<file path="src/rtl/mab_pkg.sv">
package mab_pkg;
  typedef enum logic [1:0] {
    MODE_WIDE  = 2'd0,
    MODE_DUP_A = 2'd1,
    MODE_DUP_B = 2'd2
  } mode_e;

  typedef struct packed {
    logic cke;
    logic odt;
    logic cs;
  } ctrl_t;

  localparam int unsigned CTRL_W = $bits(ctrl_t);

  function automatic mode_e decode_mode(input logic dup, input logic alt);
    if (!dup) return MODE_WIDE;
    return alt ? MODE_DUP_B : MODE_DUP_A;
  endfunction
endpackage

</file>
<file path="src/rtl/mab_rst_sync.sv">
module mab_rst_sync #(
  parameter int unsigned STAGES = 2
) (
  input  logic clk_i,
  input  logic rst_ni,
  output logic run_o
);
  logic [STAGES-1:0] sync_q;

  always_ff @(posedge clk_i or negedge rst_ni) begin
    if (!rst_ni) sync_q <= '0;
    else         sync_q <= {sync_q[STAGES-2:0], 1'b1};
  end

  assign run_o = sync_q[STAGES-1];
endmodule

</file>
<file path="src/rtl/mab_data_path.sv">
module mab_data_path
  import mab_pkg::*;
#(
  parameter int unsigned DATA_W = 22,
  parameter int unsigned DUP_W  = 11
) (
  input  logic              clk_i,
  input  logic              rst_ni,
  input  logic              run_i,
  input  logic              hold_i,
  input  mode_e             mode_i,
  input  logic [DATA_W-1:0] d_i,
  output logic [DATA_W-1:0] qa_o,
  output logic [DUP_W-1:0]  qb_o
);
  localparam int unsigned HI_LSB = DATA_W - DUP_W;

  logic [DATA_W-1:0] nxt;
  logic [DATA_W-1:0] cap_q;
  mode_e             mode_q;

  for (genvar i = 0; i < DATA_W; i++) begin : g_sel
    if (i < DUP_W) begin : g_dup
      always_comb begin
        unique case (mode_i)
          MODE_DUP_A: nxt[i] = d_i[i];
          MODE_DUP_B: nxt[i] = d_i[HI_LSB+i];
          default:    nxt[i] = d_i[i];
        endcase
      end
    end else begin : g_wide
      // upper bits exist only in the one-to-one layout
      assign nxt[i] = (mode_i == MODE_WIDE) ? d_i[i] : 1'b0;
    end
  end

  always_ff @(posedge clk_i or negedge rst_ni) begin
    if (!rst_ni) begin
      cap_q  <= '0;
      mode_q <= MODE_WIDE;
    end else if (run_i) begin
      mode_q <= mode_i;
      if (!hold_i) cap_q <= nxt;
    end
  end

  assign qa_o = cap_q;

  for (genvar j = 0; j < DUP_W; j++) begin : g_bcopy
    assign qb_o[j] = (mode_q != MODE_WIDE) & cap_q[j];
  end
endmodule

</file>
<file path="src/rtl/mab_ctrl_reg.sv">
module mab_ctrl_reg
  import mab_pkg::*;
(
  input  logic  clk_i,
  input  logic  rst_ni,
  input  logic  run_i,
  input  logic  dup_i,
  input  ctrl_t ctrl_i,
  output ctrl_t a_o,
  output ctrl_t b_o
);
  ctrl_t ctrl_q;
  logic  dup_q;

  always_ff @(posedge clk_i or negedge rst_ni) begin
    if (!rst_ni) begin
      ctrl_q <= '0;
      dup_q  <= 1'b0;
    end else if (run_i) begin
      ctrl_q <= ctrl_i;
      dup_q  <= dup_i;
    end
  end

  assign a_o = ctrl_q;
  assign b_o = dup_q ? ctrl_q : '0;
endmodule

</file>
<file path="src/rtl/mab_regbuf.sv">
module mab_regbuf
  import mab_pkg::*;
#(
  parameter int unsigned WIDE_W     = 25,
  parameter int unsigned NARROW_W   = 14,
  parameter int unsigned SYNC_DEPTH = 2,
  localparam int unsigned DATA_W    = WIDE_W - CTRL_W,
  localparam int unsigned DUP_W     = NARROW_W - CTRL_W
) (
  input  logic              clk_i,
  input  logic              rst_ni,
  input  logic              cfg_dup_i,
  input  logic              cfg_alt_i,
  input  logic [DATA_W-1:0] d_i,
  input  logic              cke_i,
  input  logic              odt_i,
  input  logic              dcs_i,
  input  logic              csr_i,
  output logic [DATA_W-1:0] qa_o,
  output logic [DUP_W-1:0]  qb_o,
  output logic              cke_a_o,
  output logic              cke_b_o,
  output logic              odt_a_o,
  output logic              odt_b_o,
  output logic              cs_a_o,
  output logic              cs_b_o
);
  logic  run_q;
  logic  hold;
  mode_e mode;
  ctrl_t ctrl_in, ctrl_a, ctrl_b;

  assign hold    = dcs_i & csr_i;
  assign mode    = decode_mode(cfg_dup_i, cfg_alt_i);
  assign ctrl_in = '{cke: cke_i, odt: odt_i, cs: dcs_i};

  mab_rst_sync #(.STAGES(SYNC_DEPTH)) u_sync (
    .clk_i  (clk_i),
    .rst_ni (rst_ni),
    .run_o  (run_q)
  );

  mab_data_path #(.DATA_W(DATA_W), .DUP_W(DUP_W)) u_data (
    .clk_i  (clk_i),
    .rst_ni (rst_ni),
    .run_i  (run_q),
    .hold_i (hold),
    .mode_i (mode),
    .d_i    (d_i),
    .qa_o   (qa_o),
    .qb_o   (qb_o)
  );

  mab_ctrl_reg u_ctrl (
    .clk_i  (clk_i),
    .rst_ni (rst_ni),
    .run_i  (run_q),
    .dup_i  (cfg_dup_i),
    .ctrl_i (ctrl_in),
    .a_o    (ctrl_a),
    .b_o    (ctrl_b)
  );

  assign cke_a_o = ctrl_a.cke;
  assign odt_a_o = ctrl_a.odt;
  assign cs_a_o  = ctrl_a.cs;
  assign cke_b_o = ctrl_b.cke;
  assign odt_b_o = ctrl_b.odt;
  assign cs_b_o  = ctrl_b.cs;
endmodule

</file>
<file path="config.mk">
export PLATFORM = sky130hd
export DESIGN_NAME = mab_regbuf
export DESIGN_NICKNAME = d
export VERILOG_FILES = /design/src/rtl/mab_pkg.sv /design/src/rtl/mab_rst_sync.sv /design/src/rtl/mab_data_path.sv /design/src/rtl/mab_ctrl_reg.sv /design/src/rtl/mab_regbuf.sv
export SDC_FILE = /design/constraint.sdc
export NUM_CORES = 1
export LEC_CHECK = 0
export ABC_CLOCK_PERIOD_IN_PS = 1100
export BUFFER_PORTS_ARGS = -buffer_cell sky130_fd_sc_hd__buf_4
export CAP_MARGIN = 20
export CORE_AREA = 5 5 63 65
export CTS_CLUSTER_DIAMETER = 120
export DETAILED_ROUTE_END_ITERATION = 8
export DIE_AREA = 0 0 68 70
export HOLD_SLACK_MARGIN = 0.05
export PLACE_DENSITY_LB_ADDON = 0.2
export SLEW_MARGIN = 25
export SYNTH_ARGS = -nofsm -noshare
export SYNTH_HDL_FRONTEND = slang
export SYNTH_SLANG_ARGS = --single-unit
</file>
<file path="constraint.sdc">
create_clock -name clk_i -period 1.1 [get_ports clk_i]
set_input_delay 0.165 -clock clk_i [delete_from_list [all_inputs] [get_ports clk_i]]
set_output_delay 0.165 -clock clk_i [all_outputs]
set_load 0.02 [all_outputs]
</file>
After elaboration in Yosys (flattened, before gate mapping)
Cells that the tools add are included.
Widths: inputs -> output; s select.
- output and inout bits: 39
- logic and storage cells: 49
- flip-flop bits (word level): 30
- input port bits: 30
- equality and inequality tests: 1
- multiplexer cells: 25
- reduce and logical (&&, ||, !) cells: 3
- bitwise logic cells: 13
- operator list (cell ; count):
    $mux 1 ; 22
    $and 1x1->1 ; 12
    $mux 2 ; 2
    $mux 3 ; 1
    $eq 2x2->1 const B ; 1
    $logic_not 2->1 ; 1
    $reduce_and 2->1 ; 1
    $reduce_bool 2->1 ; 1
    $not 1->1 ; 1

Longest topological paths before layout
Gate-level depths: netlist of the first run.
- word-level depth: 4
- mapped depth: 5
- gate-level depth less buffers: 3

Modules after synthesis
Synthesis of the first run repeated with hierarchy kept, for this count alone.
- cell total of the unflattened synthesis: 109
- area total of the unflattened synthesis: 1350.0 sq um
- by module, submodules not included (module ; sequential area each (sq um) ; times used ; cells an instance ; area each (sq um)):
    mab_data_path ; 600.6 ; 1 ; 92 ; 1109.8
    mab_ctrl_reg ; 100.1 ; 1 ; 11 ; 163.9
    mab_rst_sync ; 50.0 ; 1 ; 3 ; 53.8
    mab_regbuf ; 0.0 ; 1 ; 3 ; 22.5

Worst setup path after synthesis of the first run
No wires, ideal clock.
- kind: register -> output
- start point: register u_data.mode_q[1]
- end point: output qb_o[0]
- slack: 18 ps
- required time: 935 ps
- cell stages (with the launch flop): 4
- path buffers: 1
- arrival: 917 ps
- cell sequence: dfrtp_1 nor2_1 clkbuf_1 nor2b_1
- longest elaborated chain between the ends: 2
- RTL lines (element ; line ; source):
    start, declared ; mab_data_path.sv:20 ; mode_e mode_q;
    start signal, assigned ; mab_data_path.sv:42 ; mode_q <= mode_i;
    $reduce_bool 2->1 ; mab_data_path.sv:50 ; assign qb_o[j] = (mode_q != MODE_WIDE) & cap_q[j];
    $and 1x1->1 ; mab_data_path.sv:50 ;
    end, declared ; mab_regbuf.sv:20 ; output logic [DUP_W-1:0] qb_o,
Every way passes these cells.

Worst setup path in the final report of the first run
- start point: register u_data.mode_q[1]
- end point: output qb_o[10]
The elaborated chain is that of the path after synthesis.

==> results.md, run 1 <==
* DP Wirelength at roughly 2.7 mm
* Hold path depth at 3
* Buf/Inv on CP at 2
* DR pass1 iterations at 6
* Nets at ~240
* Die X at roughly 68 um
* Multi-input gate area at between 600 and 700 um2
* Distinct cells, synth at 20
* Worst Path Required at 940 ps
* DRT iter0 DRCs at 46
* Final Skew at between 15 and 20 ps
* Post-synth top flop: dfrtp_1
* First-pass GRT wire length at around 6.3 mm
* Mapped Area at approximately 0.0014 mm2
* Starting Density at 43.0%
* CORE AREA at between 0.003 and 0.004 mm2
* RSZ-0062 raised after global routing: true
* CP endpoint kind: output port
* Seq cells post-synth at 30
* Net Count, Synth at ~160
* Later-pin clock latency in the skew report at approximately 320 ps
* Most used cell, CP: buf_4
* Post-synth EDFFs at 0
* Pins Over Slew Limit at 0
* Hold Path Origin: d_i[11]
* DR vias/cell at roughly 4.8
* Port bufs at 68
* WL/cell at 15.0 um
* Final Critical Period at 1370 ps
* Antenna diode count at 0
* Layout fillers at ~290
* ANT nets after route at 0
* Initial antenna violation count at 0
* Hold Crit Class: in2reg
* Synth top area share at between 50% and 60%
* P per Cell Area at roughly 1400 mW/mm2
* Post-synth ARST share at 100%
* Clock root buffer: clkbuf_4
* Worst hold path endpoint: u_data.qa_o[11]$_DFFE_PN0P_
* Worst R2R End: u_ctrl.a_o[1]$_DFFE_PN0P_
* Residual DRC at 0
* Arrival time worst endpoint at 1210 ps
* Worst r2r path cells at 2
* DRT Wirelength at 3.85 mm
* Synth Instances at ~130
* Failing checks: negative setup slack
* Rows at 21
* GRT Util Overall at between 10% and 20%
* Register area share after synthesis at 53.1%
* VDD IR max at between 1 and 1.5 mV
* Num ports at a little under 70
* Vias at approximately 1200
* Most area-consuming cells after synthesis: dfrtp_1 (53%), nand2_1 (9.3%), mux2i_1 (7.8%)
* Utilization after layout at 65.8%
* Hold Vio Cnt, Final at 0
* P_leak at about 0.0011 uW
* Final instance area at 0.00216 mm2
* Number of CTS-inserted buffers at 5
* Critical R2R Launch: u_sync.sync_q[1]$_DFF_PN0_
* Crit-path cells: nor2_4, buf_4, nor2b_1, buf_4
* Slowest cell on the critical path: dfrtp_1
* Vias in the first global route at between 1000 and 1500
* Share of layout cells above drive strength 1 at slightly below 50%
* Die area at approximately 0.0048 mm2
* Tcrit/Tclk final at 125%
* Setup CP Type: reg2out
* Area Overhead vs Synth at 53.0%
* Max-capacitance violation count at 0
* Largest net degree at the start of global routing at 31
* TritonCTS clock tree: yes
* Top Family by Delay on Critical Path: flip-flops
* Critical Path Fanout Max at 5
* Status: finished, violations left
* Clock tree buffer depth at 2
* Synthesized area per cell at 10.5 um2
* PnR worst setup slack at -272 ps
* Fmax at 0.729 GHz
* YS warnings at 0
* Yosys top cell by area: dfrtp_1
* Final setup vio count at 14
* Setup slack, reg-to-reg at roughly 80 ps
* Die height at approximately 70 um
* Total gr overflow at 0
* GPL Wtd Cong at 0.741
* FF/Latch Area at 752 um2
* Clk slew on worst S/H paths at ~100 ps
* Critical path launch point: u_data.mode_q[1]$_DFFE_PN0P_
* CP Launch Type: flip-flop
* H-tree depth at 2
* Post-Place Cell Area at about 0.0020 mm2
* Clk sinks at 30
* CP peak stage delay at around 400 ps
* Hold slack at 85.5 ps
placed cells by master, fill, tap and decap left out, types with 2 or more instances in the layout:
master,netlist,final
nand3b_1,11,11
buf_4,3,67
a21bo_4,1,2
nor2b_1,11,10
dlygate4sd3_1,0,2
dfrtp_1,30,29
clkbuf_4,0,5
inv_1,3,3
o21ai_2,8,8
o21ai_1,3,3
buf_6,3,6
mux2i_1,11,11
o21ai_0,2,2
buf_12,0,2
nand2_1,35,35
and2_4,0,3
mux2_2,3,3
layer usage:
layer	vias up	share of wire (%)	GRT usage [%]
li1	591	-	-
met4	0	0.96	5.30
met2	42	53	29.8
met5	-	0	0
met1	588	40	21.6
met3	5	5.8	4.49
synthesized netlist by cell type (2+ instances only):
cell	instances
nor2b_1	11
nand2_1	35
buf_6	3
nand3b_1	11
o21ai_1	3
and2_1	3
mux2_2	3
buf_4	3
clkbuf_1	2
o21ai_2	8
inv_1	3
dfrtp_1	30
o21ai_0	2
mux2i_1	11
layout make-up:
cell class              count  area share [%]
flip-flops and latches     30            34.8
repair buffers             77            29.2
multi-input cells          94            29.1
well taps                  46            2.66
clock buffers               6            2.37
clock inverters             1            1.39
inverters                   3           0.521
sequential cells by signal (all words and copies together), names as in the netlist:
register       count
u_data.qa_o       22
u_ctrl.a_o         3
u_data.mode_q      2
u_sync.sync_q      2
u_ctrl.dup_q       1
metrics by stage:
stage               setup WS [ps]  std cells  TNS, ps  total power, uW
finish                       -272        257    -3080             3120
global route                 -344        257    -4060             3280
CTS                          -289        254    -3440             3110
detailed placement          -45.3        244     -198             2180
global placement             9.83        244        0             2160
floorplan                    17.9        134        0             1760
kinds of logic after synthesis:
group / after synthesis / share of synthesized area, %
flip-flops: 30 / 53.1
AO/OA/AOI/OAI: 16 / 9.12
AND/OR/NAND/NOR: 62 / 22.0
other: 1 / 0.265
multiplexers: 14 / 10.2
buffers and inverters: 11 / 5.31
power by group:
group	internal (uW)	switching, uW
combinational	446	478
clock	529	366
sequential	1220	86.1
worst max path at each step:
stage                     cells past startpoint  slack (ps)                         end
after floorplan                               3          20                     qb_o[0]
after global placement                        2          10  u_data.qa_o[1]$_DFFE_PN0P_
after detailed placement                      3         -50  u_data.qa_o[4]$_DFFE_PN0P_
after CTS                                     4        -290                     qb_o[6]
after global routing                          4        -340                     qb_o[8]
final                                         4        -270                    qb_o[10]
tightest hold or removal path, stage by stage:
cell      delay, ps
buf_4            90
nand3b_1         70
nand2_1          60
what timing repair did:
item,in CTS,in global routing
resized for setup,8,8
hold buffers,2,0
pin swaps,3,2
hold endpoints to repair,31,0
endpoints found under the setup margin,26,27
setup buffers,0,2
gates cloned,1,1
No activity file was read; power rests on OpenSTA's default activity.
==> inputs of run 2 (changes only) <==
--- a/config.mk
+++ b/config.mk
@@ -14,6 +14,7 @@
 export DIE_AREA = 0 0 68 70
 export HOLD_SLACK_MARGIN = 0.05
 export PLACE_DENSITY_LB_ADDON = 0.2
+export RECOVER_POWER = 100
 export SLEW_MARGIN = 25
 export SYNTH_ARGS = -nofsm -noshare
 export SYNTH_HDL_FRONTEND = slang
==> run 2 against run 1 <==
  * The run still ends with negative setup slack left
  * First-iteration DRC count decreased by 20%
  * Routed wire length increased by 0.16%
  * Sequential share of layout area increased by 0.98 points
  * Sequential power about the same
  * Critical path type unchanged
  * Critical endpoint unchanged
  * Largest power group unchanged
==> results.md, run 2 (synthesis gave the netlist of run 1 again) <==
* Die area at 0.00476 mm2 (unchanged)
* Setup slack, reg-to-reg at -10 ps (-90 ps)
* CP endpoint kind: output port
* PnR worst setup slack at -271 ps (+0.855 ps)
* CP peak stage delay at 410 ps (about the same)
* Worst R2R End: u_data.qa_o[19]$_DFFE_PN0P_
* Antenna diode count at 0 (unchanged)
* Die height at 70 um (unchanged)
* Clk slew on worst S/H paths at 90 ps (about the same)
* DR vias/cell at 4.76 (-0.24%)
* P per Cell Area at 1470 mW/mm2 (+1.5%)
* DRT iter0 DRCs at 37 (-20%)
* VDD IR max at 1.00 mV (-5.4%)
* Hold Vio Cnt, Final at 0 (unchanged)
* Most used cell, CP: buf_4
* Buf/Inv on CP at 2 (unchanged)
* Critical R2R Launch: u_sync.sync_q[1]$_DFF_PN0_
* Tcrit/Tclk final at 125% (about the same)
* FF/Latch Area at 751 um2 (-0.17%)
* DP Wirelength at 2.72 mm (unchanged)
* Share of layout cells above drive strength 1 at 46.4% (-1.9 points)
* Status: finished, violations left
* Hold Crit Class: in2reg
* GPL Wtd Cong at 0.741 (unchanged)
* Arrival time worst endpoint at 1210 ps (about the same)
* Die X at 68 um (unchanged)
* Crit-path cells: nor2_4, buf_4, nor2b_1, buf_4
* Starting Density at 43.0% (unchanged)
* TritonCTS clock tree: yes
* Vias at 1223 (-0.24%)
* CP endpoint: qb_o[10]
* Setup CP Type: reg2out
* First-pass GRT wire length at 6.33 mm (unchanged)
* Initial antenna violation count at 0 (unchanged)
* Final setup vio count at 16 (+2)
* Pins Over Slew Limit at 0 (unchanged)
* Layout fillers at 300 (+4.5%)
* Total power at 3080 uW (-1.5%)
* Area Overhead vs Synth at 48.5%
* Critical Path Fanout Max at 5 (unchanged)
* Number of CTS-inserted buffers at 5 (unchanged)
* RSZ-0062 raised after global routing: true
* GRT Util Overall at 17.6% (unchanged)
* Most frequent cells in the layout: buf_4 (56), nand2_1 (35), dfrtp_1 (30), mux2i_1 (11), nand3b_1 (11)
* Vias in the first global route at 1284 (unchanged)
* Final Skew at 17.6 ps (+0.198 ps)
* Clock root buffer: clkbuf_4
* Later-pin clock latency in the skew report at 320 ps (about the same)
* CORE AREA at 0.00328 mm2 (unchanged)
* Final Instance Count excl. Fillers at 257 (unchanged)
* Nets at 241 (unchanged)
* DR pass1 iterations at 4 (-2)
* Max reg flops at 22 (unchanged)
* # placed instances at 244 (unchanged)
* Slowest cell on the critical path: dfrtp_1
* Worst Path Required at 940 ps (about the same)
* Max-capacitance violation count at 0 (unchanged)
* Critical path launch point: u_data.mode_q[1]$_DFFE_PN0P_
* Top Family by Delay on Critical Path: flip-flops
* Clock tree buffer depth at 2 (unchanged)
* CP Launch Type: flip-flop
* Largest net degree at the start of global routing at 31 (unchanged)
* Clk sinks at 30 (unchanged)
* Residual DRC at 0 (unchanged)
* Rows at 21 (unchanged)
* CP Depth at 4 (unchanged)
* Num ports at 69 (unchanged)
* Slew HR at between 50% and 60%
* WL/cell at 15.0 um (+0.16%)
* Multi-input gate area at 609 um2 (-3.0%)
* ANT nets after route at 0 (unchanged)
* Worst r2r path cells at 4 (+2)
* Failing checks: negative setup slack
* DRT Wirelength at 3.86 mm (+0.16%)
* Measured slew at the worst slew-check pin at approximately 740 ps
* Total gr overflow at 0 (unchanged)
* Port bufs at 68 (unchanged)
* P_leak at 0.00113 uW (-1.7%)
* Final Critical Period at 1370 ps (-0.855 ps)
* Fmax at 0.729 GHz (about the same)
* Commonest non-fill, non-tap cell in the layout: buf_4
* H-tree depth at 2 (unchanged)
run 2: worst min path at each step:
stage / from / cells past startpoint / slack (ps) / endpoint
4_1_cts: cke_i / 2 / 70 / u_ctrl.a_o[2]$_DFFE_PN0P_
3_5_place_dp: rst_ni / 1 / 120 / u_sync.sync_q[0]$_DFF_PN0_
2_1_floorplan: rst_ni / 0 / -130 / u_ctrl.a_o[0]$_DFFE_PN0P_
6_report: cke_i / 2 / 90 / u_ctrl.a_o[2]$_DFFE_PN0P_
5_1_grt: cke_i / 2 / 70 / u_ctrl.a_o[2]$_DFFE_PN0P_
3_3_place_gp: rst_ni / 1 / 110 / u_sync.sync_q[0]$_DFF_PN0_
run 2: cell type report:
| class | count | share of cell area, % |
|---|---|---|
| Multi-Input combinational cell | 94 | 29.0 |
| Inverter | 3 | 0.537 |
| Sequential cell | 30 | 35.8 |
| Clock inverter | 1 | 1.43 |
| Tap cell | 46 | 2.74 |
| Clock buffer | 6 | 2.44 |
| Timing Repair Buffer | 77 | 28.0 |
run 2: power breakdown:
| part | total [uW] | switching [uW] | internal [uW] |
|---|---|---|---|
| registers | 1300 | 84.9 | 1220 |
| clock network | 895 | 366 | 529 |
| logic | 880 | 469 | 411 |
run 2: timing repair:
action | CTS | global route
gates resized for setup | 8 | 8
hold buffers | 2 | 0
setup endpoints to repair | 26 | 27
gates cloned | 1 | 1
pin swaps | 3 | 2
hold endpoints to repair | 31 | 0
setup buffers | 0 | 2
run 2: worst reg2reg max path, delay by kind of cell, from the launching register on:
kind / cells / cell delay (ps)
buffers and inverters: 1 / 230
and+or+nand+nor: 2 / 200
AOI/OAI and AO/OA: 1 / 200
DFF: 1 / 430
run 2: stage by stage:
step                      cell area [um2]  hold WS [ps]  TNS (ps)  util [%]  worst slack, ps
after global routing                 2100          67.3     -4820      63.9             -344
after floorplan                      1410          -131         0         -             17.9
after CTS                            2100          73.9     -3440      64.0             -289
after global placement               1960           109         0      59.7             9.83
final                                2100          86.1     -3080      63.9             -271
after detailed placement             1960           117      -198      59.7            -45.3
run 2: layer usage:
metal	vias up	track usage [%]	part of all wire [%]
li1	592	-	-
met1	594	21.6	40
met2	35	29.8	53
met3	2	4.49	5.5
met4	0	5.30	0.70
met5	-	0	0
==> inputs of run 3 (changes only) <==
--- a/config.mk
+++ b/config.mk
@@ -5,13 +5,13 @@
 export SDC_FILE = /design/constraint.sdc
 export NUM_CORES = 1
 export LEC_CHECK = 0
-export ABC_CLOCK_PERIOD_IN_PS = 1100
+export ABC_CLOCK_PERIOD_IN_PS = 1300
 export BUFFER_PORTS_ARGS = -buffer_cell sky130_fd_sc_hd__buf_4
 export CAP_MARGIN = 20
-export CORE_AREA = 5 5 63 65
+export CORE_AREA = 2 2 60 62
 export CTS_CLUSTER_DIAMETER = 120
 export DETAILED_ROUTE_END_ITERATION = 8
-export DIE_AREA = 0 0 68 70
+export DIE_AREA = 0 0 62 64
 export HOLD_SLACK_MARGIN = 0.05
 export PLACE_DENSITY_LB_ADDON = 0.2
 export RECOVER_POWER = 100
==> constraint.sdc (replaced) <==
create_clock -name clk_i -period 1.3 [get_ports clk_i]
set_input_delay 0.195 -clock clk_i [delete_from_list [all_inputs] [get_ports clk_i]]
set_output_delay 0.195 -clock clk_i [all_outputs]
set_load 0.02 [all_outputs]
==> run 3 against run 2 <==
  * The flow still finishes with violations (negative setup slack)
  * Sequential cell count stayed put
  * Combinational power shrank 26%
  * Largest power group unchanged
  * Non-clock buffer count decreased by 3
  * Critical path depth stayed put
  * Clock-buffer cell count rose by 1
  * Worst setup slack improved by 170 ps
  * Sequential power is 15% lower
  * Core utilization shrank 5.2 points
==> results.md, run 3 (synthesis gave the netlist of run 1 again) <==
* VDD IR max at 0.588 mV (-41%)
* Final Critical Period at between 1000 and 1500 ps
* Pins Over Slew Limit at 0 (unchanged)
* Fmax at approximately 0.7 GHz
* Internal at 1500 uW (-30%)
* Arrival time worst endpoint at 1210 ps (about the same)
* Vias at 1178 (-3.7%)
* Tcrit/Tclk final at 108%
* Clock power frac at 22.3% (-6.8 points)
* H-tree depth at 2 (unchanged)
* Share of layout cells above drive strength 1 at 31.9% (-15 points)
* Most frequent cells in the layout: buf_4 (42), nand2_1 (35), dfrtp_1 (30), clkbuf_1 (27)
* Failing checks: negative setup slack
* CORE AREA at 0.00328 mm2 (unchanged)
* Sw frac at 33.3% (+3.4 points)
* Largest net degree at the start of global routing at 34 (+9.7%)
* Die X at 62 um (-8.8%)
* DR pass1 iterations at 4 (unchanged)
* Max-capacitance violation count at 0 (unchanged)
* Die height at 64 um (-8.6%)
* ANT nets after route at 0 (unchanged)
* GRT Util Overall at 18.5% (+0.85 points)
* Hold Crit Class: in2reg
* Status: finished, violations left
* Layout fillers at 340 (+13%)
* Measured slew at the worst slew-check pin at 756 ps (+12.6 ps)
* Nets at 237 (-1.7%)
* Clk sinks at 30 (unchanged)
* Later-pin clock latency in the skew report at 320 ps (about the same)
* CP peak stage delay at 410 ps (about the same)
* FF/Latch Area at 751 um2 (unchanged)
* Area Overhead vs Synth at 36.5%
* Share of power burned in registers at 48.7% (+6.4 points)
* Clock tree buffer depth at 2 (unchanged)
* Total gr overflow at 0 (unchanged)
* Starting Density at 43.0% (unchanged)
* Hold slack at 104 ps (+17.4 ps)
* Initial antenna violation count at 0 (unchanged)
* Max reg flops at 22 (unchanged)
* CP endpoint kind: output port
* Slowest cell on the critical path: dfrtp_1
* Die area at 0.00397 mm2 (-17%)
* Place WS at 164 ps (+209 ps)
* RSZ-0062 raised after global routing: true
* Final Instance Count excl. Fillers at 253 (-1.6%)
* # placed instances at 243 (-0.41%)
* WL/cell at 13.6 um (-9.4%)
* DRT iter0 DRCs at 27 (-27%)
* Clock root buffer: clkbuf_4
* Commonest non-fill, non-tap cell in the layout: buf_4
* Critical Path Fanout Max at 6 (+1)
* Setup bufs post-CTS at 0 (unchanged)
* Slew HR at 49.6% (-0.84 points)
* First-pass GRT wire length at 5.37 mm (-15%)
* Port bufs at 68 (unchanged)
* P per Cell Area at 1170 mW/mm2 (-20%)
* GPL Wtd Cong at 0.786 (+6.0%)
* Residual DRC at 0 (unchanged)
* Rows at 21 (unchanged)
* TritonCTS clock tree: yes
* Antenna diode count at 0 (unchanged)
* Number of CTS-inserted buffers at 5 (unchanged)
* Final setup vio count at 11 (-5)
* PnR worst setup slack at -105 ps (+166 ps)
* Clk slew on worst S/H paths at 80 ps (about the same)
* Final Skew at 2.55 ps (-15.1 ps)
* Crit-path cells: nor2_4, buf_6, nor2b_1, buf_4
* Worst Path Required at 1110 ps (+170 ps)
* Vias in the first global route at 1145 (-11%)
* P_leak at 0.000984 uW (-13%)
* CP Launch Type: flip-flop
* Net Switching at 750 uW (-18%)
* DP Wirelength at 2.57 mm (-5.3%)
* DRT Wirelength at 3.44 mm (-11%)
* Setup CP Type: reg2out
* Logic gate share of total power at 29.0% (+0.4 points)
* DR vias/cell at 4.66 (-2.2%)
* Multi-input gate area at 594 um2 (-2.5%)
* Hold Vio Cnt, Final at 0 (unchanged)
* Num ports at 69 (unchanged)
run 3: cell types whose count changed in the layout (fill, tap and decap cells not counted), moves of 2 or more:
cell | before | now
clkbuf_2 | 4 | 1
clkbuf_1 | 0 | 27
and2_1 | 0 | 2
o21ai_2 | 5 | 8
buf_2 | 8 | 1
and2_4 | 3 | 0
o21ai_0 | 5 | 2
buf_4 | 56 | 42
buf_6 | 6 | 2
run 3: what timing repair did:
item	in CTS	in global routing
resized for setup	0	5
hold buffers	1	1
endpoints found under the hold margin	30	1
setup endpoints to repair	11	12
pin swaps	0	2
cloned	0	1
run 3: path summary, 6_finish.rpt:
kind / startpoint / to / slack [ps] / cells past startpoint
worst min-delay path: odt_i / u_ctrl.a_o[1]$_DFFE_PN0P_ / 100 / 2
max in group asynchronous: rst_ni / u_sync.sync_q[1]$_DFF_PN0_ / 350 / 2
worst max register to register: u_sync.sync_q[1]$_DFF_PN0_ / u_ctrl.a_o[2]$_DFFE_PN0P_ / 150 / 2
worst min register to register: u_sync.sync_q[0]$_DFF_PN0_ / u_sync.sync_q[1]$_DFF_PN0_ / 360 / 0
min in group asynchronous: rst_ni / u_data.qa_o[0]$_DFFE_PN0P_ / 460 / 2
worst max-delay path: u_data.mode_q[0]$_DFFE_PN0P_ / qb_o[5] / -110 / 4
run 3: area by class of cell:
| class | count | share of cell area (%) |
|---|---|---|
| inverter | 3 | 0.584 |
| tap | 46 | 2.99 |
| timing repair buffer | 74 | 24.3 |
| multi-input combinational | 93 | 30.8 |
| clock buffer | 7 | 2.34 |
| sequential | 30 | 38.9 |
run 3: worst max-delay path: cells and delay by family, from the launching register on:
kind          cells  cell delay [ps]
flops             1              410
simple gates      2              200
buf+inv           2              280
run 3: stage by stage:
stage | util [%] | cell area, um2 | setup TNS (ps) | total power [uW]
CTS | 61.1 | 2010 | -1370 | 2350
detailed placement | 59.4 | 1950 | 0 | 1840
floorplan | - | 1410 | 0 | 1490
global placement | 59.4 | 1950 | 0 | 1820
finish | 58.7 | 1930 | -1100 | 2250
global route | 58.7 | 1930 | -1760 | 2390
run 3: layer usage:
layer / GRT usage [%] / up-vias / part of all wire (%)
li1: - / 587 / -
met1: 22.6 / 545 / 42
met2: 29.8 / 40 / 50
met3: 6.07 / 6 / 6.4
met4: 6.38 / 0 / 1.2
met5: 0 / - / 0
run 3: power groups by stage:
| stage | registers [uW] | clock network [uW] | logic (uW) |
|---|---|---|---|
| finish | 1100 | 501 | 654 |
| global route | 1110 | 574 | 708 |
| CTS | 1100 | 525 | 724 |
| detailed placement | 1120 | 0 | 721 |
| global placement | 1110 | 0 | 709 |
| floorplan | 1210 | 0 | 276 |
